## config.mk

```make
export PLATFORM = sky130hd
export DESIGN_NAME = alt_bridge_decoder
export DESIGN_NICKNAME = d
export VERILOG_FILES = /design/src/rtl/abd_pkg.sv /design/src/rtl/abd_matcher.sv /design/src/rtl/abd_feature_reg.sv /design/src/rtl/abd_launch.sv /design/src/rtl/alt_bridge_decoder.sv
export SDC_FILE = /design/constraint.sdc
export NUM_CORES = 1
export LEC_CHECK = 0
export BUFFER_PORTS_ARGS = -buffer_cell sky130_fd_sc_hd__buf_2
export CAP_MARGIN = 20
export CORE_UTILIZATION = 52
export DETAILED_ROUTE_END_ITERATION = 10
export PLACE_DENSITY = 0.86
export SKIP_LAST_GASP = 1
export SYNTH_ARGS = -nofsm -noshare
export SYNTH_HDL_FRONTEND = slang
export SYNTH_SLANG_ARGS = --single-unit
```

## constraint.sdc

```tcl
create_clock -name clk_i -period 4.6 [get_ports clk_i]
set_input_delay 0.92 -clock clk_i [delete_from_list [all_inputs] [get_ports clk_i]]
set_output_delay 0.92 -clock clk_i [all_outputs]
set_load 0.05 [all_outputs]
```

## src/rtl/abd_pkg.sv

```systemverilog
package abd_pkg;
  typedef enum logic [2:0] {
    ST_IDLE,
    ST_A1,
    ST_A2,
    ST_B1,
    ST_B2,
    ST_L1,
    ST_PAY
  } abd_state_e;
endpackage

```

## src/rtl/abd_matcher.sv

```systemverilog
module abd_matcher #(
  parameter logic [7:0]  PFX_A0    = 8'h8D,
  parameter logic [7:0]  PFX_A1    = 8'h84,
  parameter logic [7:0]  PFX_A2    = 8'h00,
  parameter logic [7:0]  PFX_B0    = 8'h62,
  parameter logic [7:0]  PFX_B1    = 8'h04,
  parameter logic [7:0]  PFX_B2    = 8'h05,
  parameter logic [15:0] LAUNCH_OP = 16'h0F3F,
  parameter int unsigned PAY_BYTES = 4,
  localparam int unsigned W  = 8 * PAY_BYTES,
  localparam int unsigned CW = $clog2(PAY_BYTES)
) (
  input  logic         clk_i,
  input  logic         rst_ni,
  input  logic         byte_valid_i,
  input  logic [7:0]   byte_i,
  output logic         wrap_hit_o,
  output logic [W-1:0] word_o,
  output logic         launch_hit_o
);
  import abd_pkg::*;

  abd_state_e    state_q, state_d;
  logic [CW-1:0] cnt_q, cnt_d;
  logic [W-1:0]  buf_q, buf_d;

  // a breaking byte may itself open a new sequence
  function automatic abd_state_e start_of(input logic [7:0] b);
    if (b == PFX_A0)              return ST_A1;
    else if (b == PFX_B0)         return ST_B1;
    else if (b == LAUNCH_OP[15:8]) return ST_L1;
    else                          return ST_IDLE;
  endfunction

  always_comb begin
    state_d      = state_q;
    cnt_d        = cnt_q;
    buf_d        = buf_q;
    wrap_hit_o   = 1'b0;
    launch_hit_o = 1'b0;
    if (byte_valid_i) begin
      unique case (state_q)
        ST_IDLE: state_d = start_of(byte_i);
        ST_A1:   state_d = (byte_i == PFX_A1) ? ST_A2 : start_of(byte_i);
        ST_A2:   state_d = (byte_i == PFX_A2) ? ST_PAY : start_of(byte_i);
        ST_B1:   state_d = (byte_i == PFX_B1) ? ST_B2 : start_of(byte_i);
        ST_B2:   state_d = (byte_i == PFX_B2) ? ST_PAY : start_of(byte_i);
        ST_L1: begin
          if (byte_i == LAUNCH_OP[7:0]) begin
            launch_hit_o = 1'b1;
            state_d      = ST_IDLE;
          end else begin
            state_d = start_of(byte_i);
          end
        end
        ST_PAY: begin
          buf_d[{cnt_q, 3'b000} +: 8] = byte_i;
          if (cnt_q == CW'(PAY_BYTES - 1)) begin
            wrap_hit_o = 1'b1;
            cnt_d      = '0;
            state_d    = ST_IDLE;
          end else begin
            cnt_d = cnt_q + 1'b1;
          end
        end
        default: state_d = ST_IDLE;
      endcase
    end
    word_o = buf_d;
  end

  always_ff @(posedge clk_i or negedge rst_ni) begin
    if (!rst_ni) begin
      state_q <= ST_IDLE;
      cnt_q   <= '0;
      buf_q   <= '0;
    end else begin
      state_q <= state_d;
      cnt_q   <= cnt_d;
      buf_q   <= buf_d;
    end
  end
endmodule

```

## src/rtl/abd_feature_reg.sv

```systemverilog
module abd_feature_reg #(
  parameter int unsigned         IDX_W      = 16,
  parameter int unsigned         DW         = 32,
  parameter logic [IDX_W-1:0]    FEAT_IDX   = 16'h1107,
  parameter int unsigned         EN_BIT     = 0,
  parameter logic [DW-1:0]       FIXED_BITS = 32'h0000_00A2
) (
  input  logic             clk_i,
  input  logic             rst_ni,
  input  logic             we_i,
  input  logic             priv_i,
  input  logic [IDX_W-1:0] idx_i,
  input  logic [DW-1:0]    wdata_i,
  output logic             en_o,
  output logic [DW-1:0]    rdata_o,
  output logic             prot_fault_o
);
  localparam logic [DW-1:0] EN_MASK = DW'(1) << EN_BIT;
  localparam logic [DW-1:0] FIXED_M = FIXED_BITS & ~EN_MASK;

  logic en_q, fault_q;
  logic hit;

  assign hit = we_i && (idx_i == FEAT_IDX);

  always_ff @(posedge clk_i or negedge rst_ni) begin
    if (!rst_ni) begin
      en_q    <= 1'b0;
      fault_q <= 1'b0;
    end else begin
      fault_q <= hit && !priv_i;
      if (hit && priv_i) en_q <= wdata_i[EN_BIT];
    end
  end

  assign en_o         = en_q;
  assign rdata_o      = FIXED_M | (en_q ? EN_MASK : '0);
  assign prot_fault_o = fault_q;
endmodule

```

## src/rtl/abd_launch.sv

```systemverilog
module abd_launch #(
  parameter int unsigned AW = 32
) (
  input  logic          clk_i,
  input  logic          rst_ni,
  input  logic          launch_hit_i,
  input  logic          en_i,
  input  logic [AW-1:0] acc_i,
  output logic          redirect_valid_o,
  output logic [AW-1:0] redirect_addr_o,
  output logic          ud_fault_o,
  output logic          mode_o
);
  logic          rv_q, ud_q, mode_q;
  logic [AW-1:0] ra_q;

  always_ff @(posedge clk_i or negedge rst_ni) begin
    if (!rst_ni) begin
      rv_q   <= 1'b0;
      ra_q   <= '0;
      ud_q   <= 1'b0;
      mode_q <= 1'b0;
    end else begin
      rv_q <= launch_hit_i && en_i;
      ud_q <= launch_hit_i && !en_i;
      ra_q <= (launch_hit_i && en_i) ? acc_i : '0;
      if (launch_hit_i && en_i) mode_q <= 1'b1;
    end
  end

  assign redirect_valid_o = rv_q;
  assign redirect_addr_o  = ra_q;
  assign ud_fault_o       = ud_q;
  assign mode_o           = mode_q;
endmodule

```

## src/rtl/alt_bridge_decoder.sv

```systemverilog
module alt_bridge_decoder #(
  parameter int unsigned      PAY_BYTES  = 4,
  parameter int unsigned      AW         = 32,
  parameter int unsigned      DW         = 32,
  parameter int unsigned      IDX_W      = 16,
  parameter logic [IDX_W-1:0] FEAT_IDX   = 16'h1107,
  parameter int unsigned      EN_BIT     = 0,
  parameter logic [DW-1:0]    FIXED_BITS = 32'h0000_00A2,
  parameter logic [15:0]      LAUNCH_OP  = 16'h0F3F,
  parameter logic [7:0]       PFX_A0     = 8'h8D,
  parameter logic [7:0]       PFX_A1     = 8'h84,
  parameter logic [7:0]       PFX_A2     = 8'h00,
  parameter logic [7:0]       PFX_B0     = 8'h62,
  parameter logic [7:0]       PFX_B1     = 8'h04,
  parameter logic [7:0]       PFX_B2     = 8'h05
) (
  input  logic                   clk_i,
  input  logic                   rst_ni,
  input  logic                   byte_valid_i,
  input  logic [7:0]             byte_i,
  input  logic [AW-1:0]          acc_i,
  input  logic                   csr_we_i,
  input  logic                   csr_priv_i,
  input  logic [IDX_W-1:0]       csr_idx_i,
  input  logic [DW-1:0]          csr_wdata_i,
  output logic [DW-1:0]          csr_rdata_o,
  output logic                   prot_fault_o,
  output logic                   insn_valid_o,
  output logic [8*PAY_BYTES-1:0] insn_o,
  output logic                   redirect_valid_o,
  output logic [AW-1:0]          redirect_addr_o,
  output logic                   ud_fault_o,
  output logic                   alt_mode_o
);
  localparam int unsigned W = 8 * PAY_BYTES;

  logic         wrap_hit, launch_hit, en;
  logic [W-1:0] word;
  logic         iv_q;
  logic [W-1:0] insn_q;

  abd_matcher #(
    .PFX_A0(PFX_A0), .PFX_A1(PFX_A1), .PFX_A2(PFX_A2),
    .PFX_B0(PFX_B0), .PFX_B1(PFX_B1), .PFX_B2(PFX_B2),
    .LAUNCH_OP(LAUNCH_OP), .PAY_BYTES(PAY_BYTES)
  ) u_matcher (
    .clk_i        (clk_i),
    .rst_ni       (rst_ni),
    .byte_valid_i (byte_valid_i),
    .byte_i       (byte_i),
    .wrap_hit_o   (wrap_hit),
    .word_o       (word),
    .launch_hit_o (launch_hit)
  );

  abd_feature_reg #(
    .IDX_W(IDX_W), .DW(DW), .FEAT_IDX(FEAT_IDX),
    .EN_BIT(EN_BIT), .FIXED_BITS(FIXED_BITS)
  ) u_freg (
    .clk_i        (clk_i),
    .rst_ni       (rst_ni),
    .we_i         (csr_we_i),
    .priv_i       (csr_priv_i),
    .idx_i        (csr_idx_i),
    .wdata_i      (csr_wdata_i),
    .en_o         (en),
    .rdata_o      (csr_rdata_o),
    .prot_fault_o (prot_fault_o)
  );

  abd_launch #(.AW(AW)) u_launch (
    .clk_i            (clk_i),
    .rst_ni           (rst_ni),
    .launch_hit_i     (launch_hit),
    .en_i             (en),
    .acc_i            (acc_i),
    .redirect_valid_o (redirect_valid_o),
    .redirect_addr_o  (redirect_addr_o),
    .ud_fault_o       (ud_fault_o),
    .mode_o           (alt_mode_o)
  );

  // wrappers outside alternate mode are dropped
  always_ff @(posedge clk_i or negedge rst_ni) begin
    if (!rst_ni) begin
      iv_q   <= 1'b0;
      insn_q <= '0;
    end else begin
      iv_q <= wrap_hit && alt_mode_o;
      if (wrap_hit && alt_mode_o) insn_q <= word;
    end
  end

  assign insn_valid_o = iv_q;
  assign insn_o       = insn_q;
endmodule

```

* Yosys cells after proc, flatten, opt, wreduce, memory -nomap -nowiden
Index checks and enable logic that the tools add are counted.
** Operators by class
- Add/subtract/negate cells :: 2
- Eq/ne operators :: 16
- Shift-type cells :: 2
- Muxes and demuxes :: 22
- Reduce and logical (&&, ||, !) cells :: 12
** Operators by type and width (count)
- $mux 32 :: 3
- $bwmux 32 :: 1
- $shift 8x7->32 const A :: 1
- $shiftx 8x7->32 :: 1
- $mux 3 :: 9
- $pmux 3 s7 :: 1
- $eq 16x13->1 const B :: 1
- $eq 8x3->1 const B :: 2
- $eq 8x8->1 const B :: 2
- $eq 3x3->1 const B :: 3
- $eq 8x4->1 const B :: 1
- $eq 8x6->1 const B :: 1
- $eq 8x7->1 const B :: 1
- $logic_not 8->1 :: 1
- $mux 1 :: 7
- $neg 5->7 :: 1
- $eq 3x2->1 const B :: 2
- $logic_and 1x1->1 :: 6
- $reduce_and 2->1 :: 2
- $eq 3x1->1 const B :: 1
- $logic_not 3->1 :: 1
- $add 2x1->2 const B :: 1
- $eq 2x2->1 const B :: 1
- $logic_not 1->1 :: 2
- other kinds (2) :: 2
** Storage, ports and cells
- Bits in registers :: 107
- Input port bits :: 93
- Output and inout bits :: 101
- Word-level logic and storage cells :: 65

* Longest topological paths before layout
Gate-level depths: netlist (run 1).
- Depth in word-level cells :: 6
- Gate-level depth with buffers :: 8
- Mapped depth without buffers :: 7

* By module
Synthesis (run 1) repeated with hierarchy kept, for this count alone.
** Second synthesis, totals
- Cell total of the unflattened synthesis :: 404
- Area total of the unflattened synthesis :: 4664.5 um^2
** By module, submodules not included
- abd_matcher :: instances 1, cells each 211, area each 1818.0 um^2, sequential area each 925.9 um^2
- alt_bridge_decoder :: instances 1, cells each 70, area each 1338.8 um^2, sequential area each 825.8 um^2
- abd_launch :: instances 1, cells each 76, area each 1127.3 um^2, sequential area each 875.8 um^2
- abd_feature_reg :: instances 1, cells each 47, area each 380.4 um^2, sequential area each 50.0 um^2

* Worst setup path before layout (run 1)
No wires, ideal clock.
- Path kind :: in2reg
- Start point :: input byte_valid_i
- End point :: register insn_q[10] (netlist: insn_o[10])
- Library setup time :: 0.125 ns
- Data arrival time :: 2.093 ns
- Required time :: 4.475 ns
- Path slack :: 2.382 ns
- Stages :: 7
- Path buffers :: 4
- Cell sequence :: buf_6 > and4b_1 > buf_6 > and3_4 > buf_6 > buf_6 > mux2_4
** Between the ends
- Cells in the longest elaborated chain, start to end :: 2
- Elaborated cells between the ends (all ways) :: 3
- Classes of those cells :: 2 x mux; 1 x reduce/logical
** RTL lines
- start: declaration :: line alt_bridge_decoder.sv:19 : input logic byte_valid_i,
- $mux 1 :: line abd_matcher.sv:41 : if (byte_valid_i) begin
- $logic_and 1x1->1 :: line alt_bridge_decoder.sv:90 : if (wrap_hit && alt_mode_o) insn_q <= word;
- end signal: assignment :: line alt_bridge_decoder.sv:90
- end: declaration :: line alt_bridge_decoder.sv:40 : logic [W-1:0] insn_q;
Several ways; a longest one is shown, not always the timed one.
A chain may end at the register's enable or synchronous reset.

* Worst setup path in the final report (run 1)
- Start point :: input byte_valid_i
- End point :: register insn_q[30] (netlist: insn_o[30])
The elaborated chain is that of the path after synthesis.

==> results.json, run 1 <==
{
  "status": "completed",
  "post-cts-setup-buffers": 0,
  "clockBufferDepth": 2,
  "timing.critical_path.required_ns": 4.85,
  "cap_viol_max_count": 0,
  "min_from": "u_freg.en_o$_DFFE_PN0P_",
  "fin_area_um2": 5440,
  "rr_startpoint": "u_matcher.cnt_q[0]$_DFFE_PN0P_",
  "startpoint": "byte_valid_i",
  "final_nets": 624,
  "first_global_vias": 3211,
  "cts_sinks": 107,
  "routabilityCongestion": 0.834,
  "leakagePower_nw": 2.91,
  "numPlacedInstances": 622,
  "r2r_setup_slack_ns": 2.34,
  "fin_crit_sh_pct": 51.8,
  "max_slew_margin_pct": 40.0,
  "ys_seq_area_share_pct": 56.9,
  "clock.fmax_mhz": 420,
  "synthCells": 403,
  "met2_length_mm": 4.78,
  "vias": 3200,
  "pwr-share-seq_pct": 54.8,
  "reg2reg_to": "insn_o[18]$_DFFE_PN0P_",
  "rows": 34,
  "ff_latch_area_um2": 2680,
  "route.antenna.remaining_nets": 0,
  "cts_hold_buf": 0,
  "dieHeight_um": 97.1,
  "crit_fanout": 33,
  "arrival_ns": 2.64,
  "wl_met1_mm": 3.89,
  "clock_latency_ns": 0.37,
  "dpl_worst_slack_ns": 1.84,
  "hold_path_class": "flop to flop",
  "hold_violations": 0,
  "wl_met3_um": 748,
  "crit_type": "input port to flop",
  "fillers": 710,
  "cts-htree-levels": 3,
  "tightestPinTransition_ns": 0.900,
  "start_kind": "input port",
  "multiInputGateArea_um2": 1710,
  "p_sw_mw": 0.471,
  "drc": 0,
  "wl_per_cell_um": 15.1,
  "holdPathStages": 1,
  "reg2regPathDepth": 6,
  "dieArea_um2": 9430,
  "synth_area_um2": 4700,
  "holdPathEnd": "u_launch.ud_fault_o$_DFF_PN0_",
  "synth.avg_cell_area_um2": 11.7,
  "synth.largest_area_cell": "dfrtp_1",
  "viasPerCell": 5.02,
  "die_w_um": 97.1,
  "ioPinCount": 194,
  "fin_crit_ns": 2.38,
  "top_layer": "met4",
  "cts_resized": 0,
  "p_sw_share_pct": 27.1,
  "yosys_warnings": 0,
  "final-max-slew-violation-count": 0,
  "pwr-share-clk_pct": 35.4,
  "drive_gt1_share_pct": 36.2,
  "synthTopCellsByArea": "dfrtp_1 57%, mux2_4 9.3%, nand2_1 5.7%",
  "drt_pass1_iterations": 4,
  "insertedDiodeCount": 0,
  "area_delta_synth_final_pct": 15.7,
  "end_kind": "flop",
  "cts_root_buffer": "clkbuf_8",
  "grt_usage_pct": 21.3,
  "intPower_mw": 1.27,
  "hpwlAfterDp_mm": 6.94,
  "numCtsBuffers": 9,
  "skew_ns": 0.0171,
  "synthFlopType": "dfrtp_1",
  "ys_types": 44,
  "path_clk_slew_ns": 0.10,
  "yosys-top-cells-count": "107 x dfrtp_1, 71 x nand2_1, 34 x and2_1",
  "drt_iter0_drc": 116,
  "cellPowerDensity_nw_per_um2": 319,
  "core_area_um2": 8720,
  "ys_ff_latch": 107,
  "synthDominantCellAreaShare_pct": 56.9,
  "layout_setup_ws_ns": 2.22,
  "irDropWorstVdd_mv": 0.213,
  "start_util_pct": 53.9,
  "tns_ns": 0,
  "antenna_found_initial": 0,
  "synth_edf_count": 0,
  "synth.most_common_cell": "dfrtp_1",
  "dpl_cell_area_um2": 5220,
  "grt_overflow": 0,
  "async_reset_ff_share_pct": 100,
  "grt_pass1_wl_mm": 15.6,
  "rsz0062_at_grt": "false",
  "comb_power_share_pct": 9.7,
  "grt_max_degree": 55,
  "routed_wl_mm": 9.61,
  "layoutNonFillerInstCount": 638,
  "cts_tree": "yes",
  "power.total_mw": 1.74,
  "setup_viol_count_final": 0,
  "io_buffer_count": 131
}
-- logic make-up after synthesis --
family                   Yosys count  share of synthesized area [%]
other                              2                          0.160
buffers and inverters             59                           9.10
AND/OR/NAND/NOR                  148                           16.4
adder cells (fa/ha/maj)            6                           1.60
XOR/XNOR                           1                          0.186
multiplexers                      32                           9.98
AO/OA/AOI/OAI                     48                           5.67
flip-flops                       107                           56.9
-- layout by cell type, fill, tap and decap left out, types with 4 or more instances in the layout --
cell type / netlist / final
and2_1: 34 / 34
buf_2: 9 / 130
clkbuf_8: 0 / 10
conb_1: 2 / 31
dfrtp_1: 107 / 107
ha_1: 6 / 6
inv_1: 7 / 7
mux2_4: 29 / 29
nand2_1: 71 / 71
nand2_2: 4 / 4
nand3_1: 5 / 5
nor2_1: 7 / 7
o21ai_0: 26 / 26
o21ai_1: 11 / 11
-- stage by stage --
step	utilization (%)	hold slack [ns]
global placement	59.9	0.466
global route	62.4	0.498
floorplan	-	0.426
CTS	62.4	0.476
detailed placement	59.9	0.469
finish	62.4	0.470
-- flip-flops by register name, summed over array words and instances, names as in the netlist --
signal                     count
insn_o                        32
u_launch.redirect_valid_o      1
u_launch.redirect_addr_o      32
u_launch.ud_fault_o            1
u_freg.prot_fault_o            1
u_matcher.cnt_q                2
insn_valid_o                   1
u_freg.en_o                    1
u_matcher.state_q              3
u_matcher.buf_q               32
u_launch.mode_o                1
-- power groups by stage --
| stage | Sequential (mW) | Combinational [mW] | Clock [mW] |
|---|---|---|---|
| after floorplan | 0.970 | 0.130 | 0 |
| after global placement | 0.970 | 0.166 | 0 |
| after detailed placement | 0.971 | 0.170 | 0 |
| after CTS | 0.952 | 0.170 | 0.629 |
| after global routing | 0.954 | 0.184 | 0.666 |
| final | 0.952 | 0.169 | 0.615 |
-- cell type report --
type / count / area share, %
multi-input combinational: 266 / 31.4
sequential: 107 / 49.2
timing repair buffer: 133 / 12.4
tap: 108 / 2.48
inverter: 8 / 0.552
clock buffer: 10 / 2.53
clock inverter: 6 / 1.52
-- how the worst max path moves through the flow --
| stage | end | slack, ns | depth (start not counted) |
|---|---|---|---|
| after floorplan | insn_o[10]$_DFFE_PN0P_ | 2.38 | 7 |
| after global placement | insn_o[0]$_DFFE_PN0P_ | 1.86 | 4 |
| after detailed placement | insn_o[31]$_DFFE_PN0P_ | 1.84 | 4 |
| after CTS | insn_o[30]$_DFFE_PN0P_ | 2.23 | 4 |
| after global routing | u_launch.redirect_addr_o[9]$_DFF_PN0_ | 2.03 | 6 |
| final | insn_o[30]$_DFFE_PN0P_ | 2.22 | 4 |
-- routing by layer --
layer	up-vias	track usage (%)
met5	-	0
met4	0	8.15
met3	12	5.40
met2	152	35.8
met1	1530	26.6
li1	1506	-
-- critical path, cell delays in order --
cell and delay [ns]:
buf_2 0.17, and4b_1 0.46, and3_4 0.68, mux2_2 0.40
(Power assumes the default switching activity.)
==> run 2, diff against run 1 <==
--- a/config.mk
+++ b/config.mk
@@ -7,9 +7,9 @@
 export LEC_CHECK = 0
 export BUFFER_PORTS_ARGS = -buffer_cell sky130_fd_sc_hd__buf_2
 export CAP_MARGIN = 20
-export CORE_UTILIZATION = 52
+export CORE_UTILIZATION = 48
 export DETAILED_ROUTE_END_ITERATION = 10
-export PLACE_DENSITY = 0.86
+export PLACE_DENSITY = 0.8
 export SKIP_LAST_GASP = 1
 export SYNTH_ARGS = -nofsm -noshare
 export SYNTH_HDL_FRONTEND = slang
==> constraint.sdc (replaced) <==
create_clock -name clk_i -period 2.5 [get_ports clk_i]
set_input_delay 0.5 -clock clk_i [delete_from_list [all_inputs] [get_ports clk_i]]
set_output_delay 0.5 -clock clk_i [all_outputs]
set_load 0.05 [all_outputs]
==> run 2 against run 1 <==
  * Core utilization fell by 3.9 points
  * Via count decreased by 0.47%
  * Sequential share of layout area is 0.36 points lower
  * Combinational power up 83%
  * Critical path type is now flop to flop
  * Count of clock-buffer cells in the layout unchanged
  * Routed wire length up 0.35%
  * Critical endpoint is now insn_o[21]$_DFFE_PN0P_
  * Non-clock buffer count rose by 3
  * Register-to-register slack worse by 2.0 ns
  * Final cell count is 3.8% higher
==> results.json, run 2 (synthesized netlist as in run 1, its figures left out) <==
{
  "start_util_pct": 50.2,
  "cpPeakStageDelay_ns": 0.54,
  "r2r_setup_slack_ns": 0.30,
  "pwr-share-clk_pct": 32.8,
  "arrival_ns": 2.50,
  "dieHeight_um": 101,
  "intPower_mw": 2.22,
  "wl_per_cell_um": 14.6,
  "status": "completed",
  "dieArea_um2": 10200,
  "cp_slowest_cell": "dfrtp_1",
  "pwr-share-seq_pct": 57.1,
  "leakagePower_nw": 2.91,
  "reg2reg_to": "insn_o[21]$_DFFE_PN0P_",
  "dpl_worst_slack_ns": 0.296,
  "fillers": 806,
  "final_common_cell": "buf_2",
  "hold_path_class": "input port to async pin",
  "viasPerCell": 4.81,
  "ioPinCount": 194,
  "hpwlAfterDp_mm": 6.88,
  "routed_wl_mm": 9.64,
  "end_kind": "flop",
  "first_global_vias": 3090,
  "crit_type": "flop to flop",
  "crit_fanout": 8,
  "layout_setup_ws_ns": 0.305,
  "p_sw_mw": 0.849,
  "timing.critical_path.required_ns": 2.81,
  "cts_hold_buf": 0,
  "route.antenna.remaining_nets": 0,
  "cts_resized": 0,
  "clockBufferDepth": 2,
  "final_nets": 627,
  "clock.fmax_mhz": 456,
  "drive_gt1_share_pct": 36.6,
  "die_w_um": 101,
  "numPlacedInstances": 646,
  "cts_tree": "yes",
  "path_clk_slew_ns": 0.11,
  "cts_sinks": 107,
  "skew_ns": 0.0108,
  "drt_pass1_iterations": 4,
  "antenna_found_initial": 0,
  "rr_startpoint": "u_matcher.cnt_q[0]$_DFFE_PN0P_",
  "fin_crit_ns": 2.20,
  "reg2regPathDepth": 6,
  "start_kind": "flop",
  "hold_violations": 0,
  "multiInputGateArea_um2": 1710,
  "layoutNonFillerInstCount": 662,
  "p_sw_share_pct": 27.7,
  "vias": 3185,
  "tightestPinTransition_ns": 0.527,
  "cp_cell_sequence": "inv_2 > ha_1 > nor3b_2 > nand2_1 > o21ai_0 > mux2_4",
  "final-max-slew-violation-count": 0,
  "rsz0062_at_grt": "false",
  "setup_viol_count_final": 0,
  "ff_latch_area_um2": 2680,
  "grt_usage_pct": 19.8,
  "fin_crit_sh_pct": 87.8,
  "insertedDiodeCount": 0,
  "clock_latency_ns": 0.37,
  "io_buffer_count": 131,
  "drc": 0,
  "tns_ns": 0,
  "cap_viol_max_count": 0,
  "cts_root_buffer": "clkbuf_8",
  "comb_power_share_pct": 10.1,
  "grt_max_degree": 51,
  "cellPowerDensity_nw_per_um2": 559,
  "irDropWorstVdd_mv": 0.251,
  "post-cts-setup-buffers": 0,
  "grt_pass1_wl_mm": 15.2,
  "rows": 35,
  "cts-htree-levels": 3,
  "core_area_um2": 9370,
  "numCtsBuffers": 9,
  "area_delta_synth_final_pct": 16.6,
  "grt_overflow": 0,
  "layout_common_cells": "130 x buf_2, 107 x dfrtp_1, 71 x nand2_1",
  "max_slew_margin_pct": 64.7,
  "routabilityCongestion": 0.903,
  "drt_iter0_drc": 135
}
-- run 2: changes by cell type in the layout (fill, tap and decap cells not counted) --
cell        change
buf_4           +1
clkinv_8        -1
bufinv_16       -1
buf_12          +2
inv_6           -1
clkinvlp_4      +1
clkinv_2        +1
clkinv_4        +1
-- run 2: area by class of cell --
| cell class | count | area share (%) |
|---|---|---|
| Clock buffer | 10 | 2.51 |
| Clock inverter | 6 | 0.890 |
| Inverter | 8 | 0.548 |
| Multi-Input combinational cell | 266 | 31.1 |
| Sequential cell | 107 | 48.8 |
| Tap cell | 129 | 2.94 |
| Timing Repair Buffer | 136 | 13.1 |
-- run 2: through the flow --
stage	hold WS (ns)	cell area [um2]	power [mW]	util, %
3_3_place_gp	0.469	5300	2.09	56.5
3_5_place_dp	0.468	5300	2.10	56.5
5_1_grt	0.0963	5480	3.20	58.5
2_1_floorplan	0.204	4810	2.02	-
6_report	0.0816	5480	3.07	58.5
4_1_cts	0.0826	5480	3.09	58.5
-- run 2: worst max-delay path: cells and delay by family (launching register included) --
family / cells / cell delay [ns]
flip-flops: 1 / 0.54
multiplexers: 1 / 0.19
AND/OR/NAND/NOR: 2 / 0.60
AO/OA/AOI/OAI: 1 / 0.24
buffers and inverters: 1 / 0.12
adder cells (fa/ha/maj): 1 / 0.44
-- run 2: how the worst max path moves through the flow --
stage | slack [ns] | startpoint | endpoint
global placement | 0.33 | byte_valid_i | insn_o[29]$_DFFE_PN0P_
floorplan | 0.70 | byte_valid_i | insn_o[10]$_DFFE_PN0P_
global route | 0.14 | u_matcher.cnt_q[0]$_DFFE_PN0P_ | insn_o[19]$_DFFE_PN0P_
finish | 0.30 | u_matcher.cnt_q[0]$_DFFE_PN0P_ | insn_o[21]$_DFFE_PN0P_
detailed placement | 0.30 | byte_valid_i | insn_o[15]$_DFFE_PN0P_
CTS | 0.28 | u_matcher.cnt_q[0]$_DFFE_PN0P_ | insn_o[21]$_DFFE_PN0P_
-- run 2: power groups by stage --
stage | registers (mW) | logic [mW] | clock network, mW
after floorplan | 1.78 | 0.239 | 0
after global placement | 1.78 | 0.305 | 0
after detailed placement | 1.79 | 0.310 | 0
after CTS | 1.75 | 0.311 | 1.03
after global routing | 1.75 | 0.339 | 1.11
final | 1.75 | 0.310 | 1.00
-- run 2: routing by layer --
| layer | vias to the layer above | global-route usage, % | part of all wire, % |
|---|---|---|---|
| li1 | 1512 | - | - |
| met1 | 1491 | 25.8 | 43 |
| met2 | 161 | 31.7 | 47 |
| met3 | 21 | 4.58 | 7.2 |
| met4 | 0 | 8.81 | 2.9 |
| met5 | - | 0 | 0 |
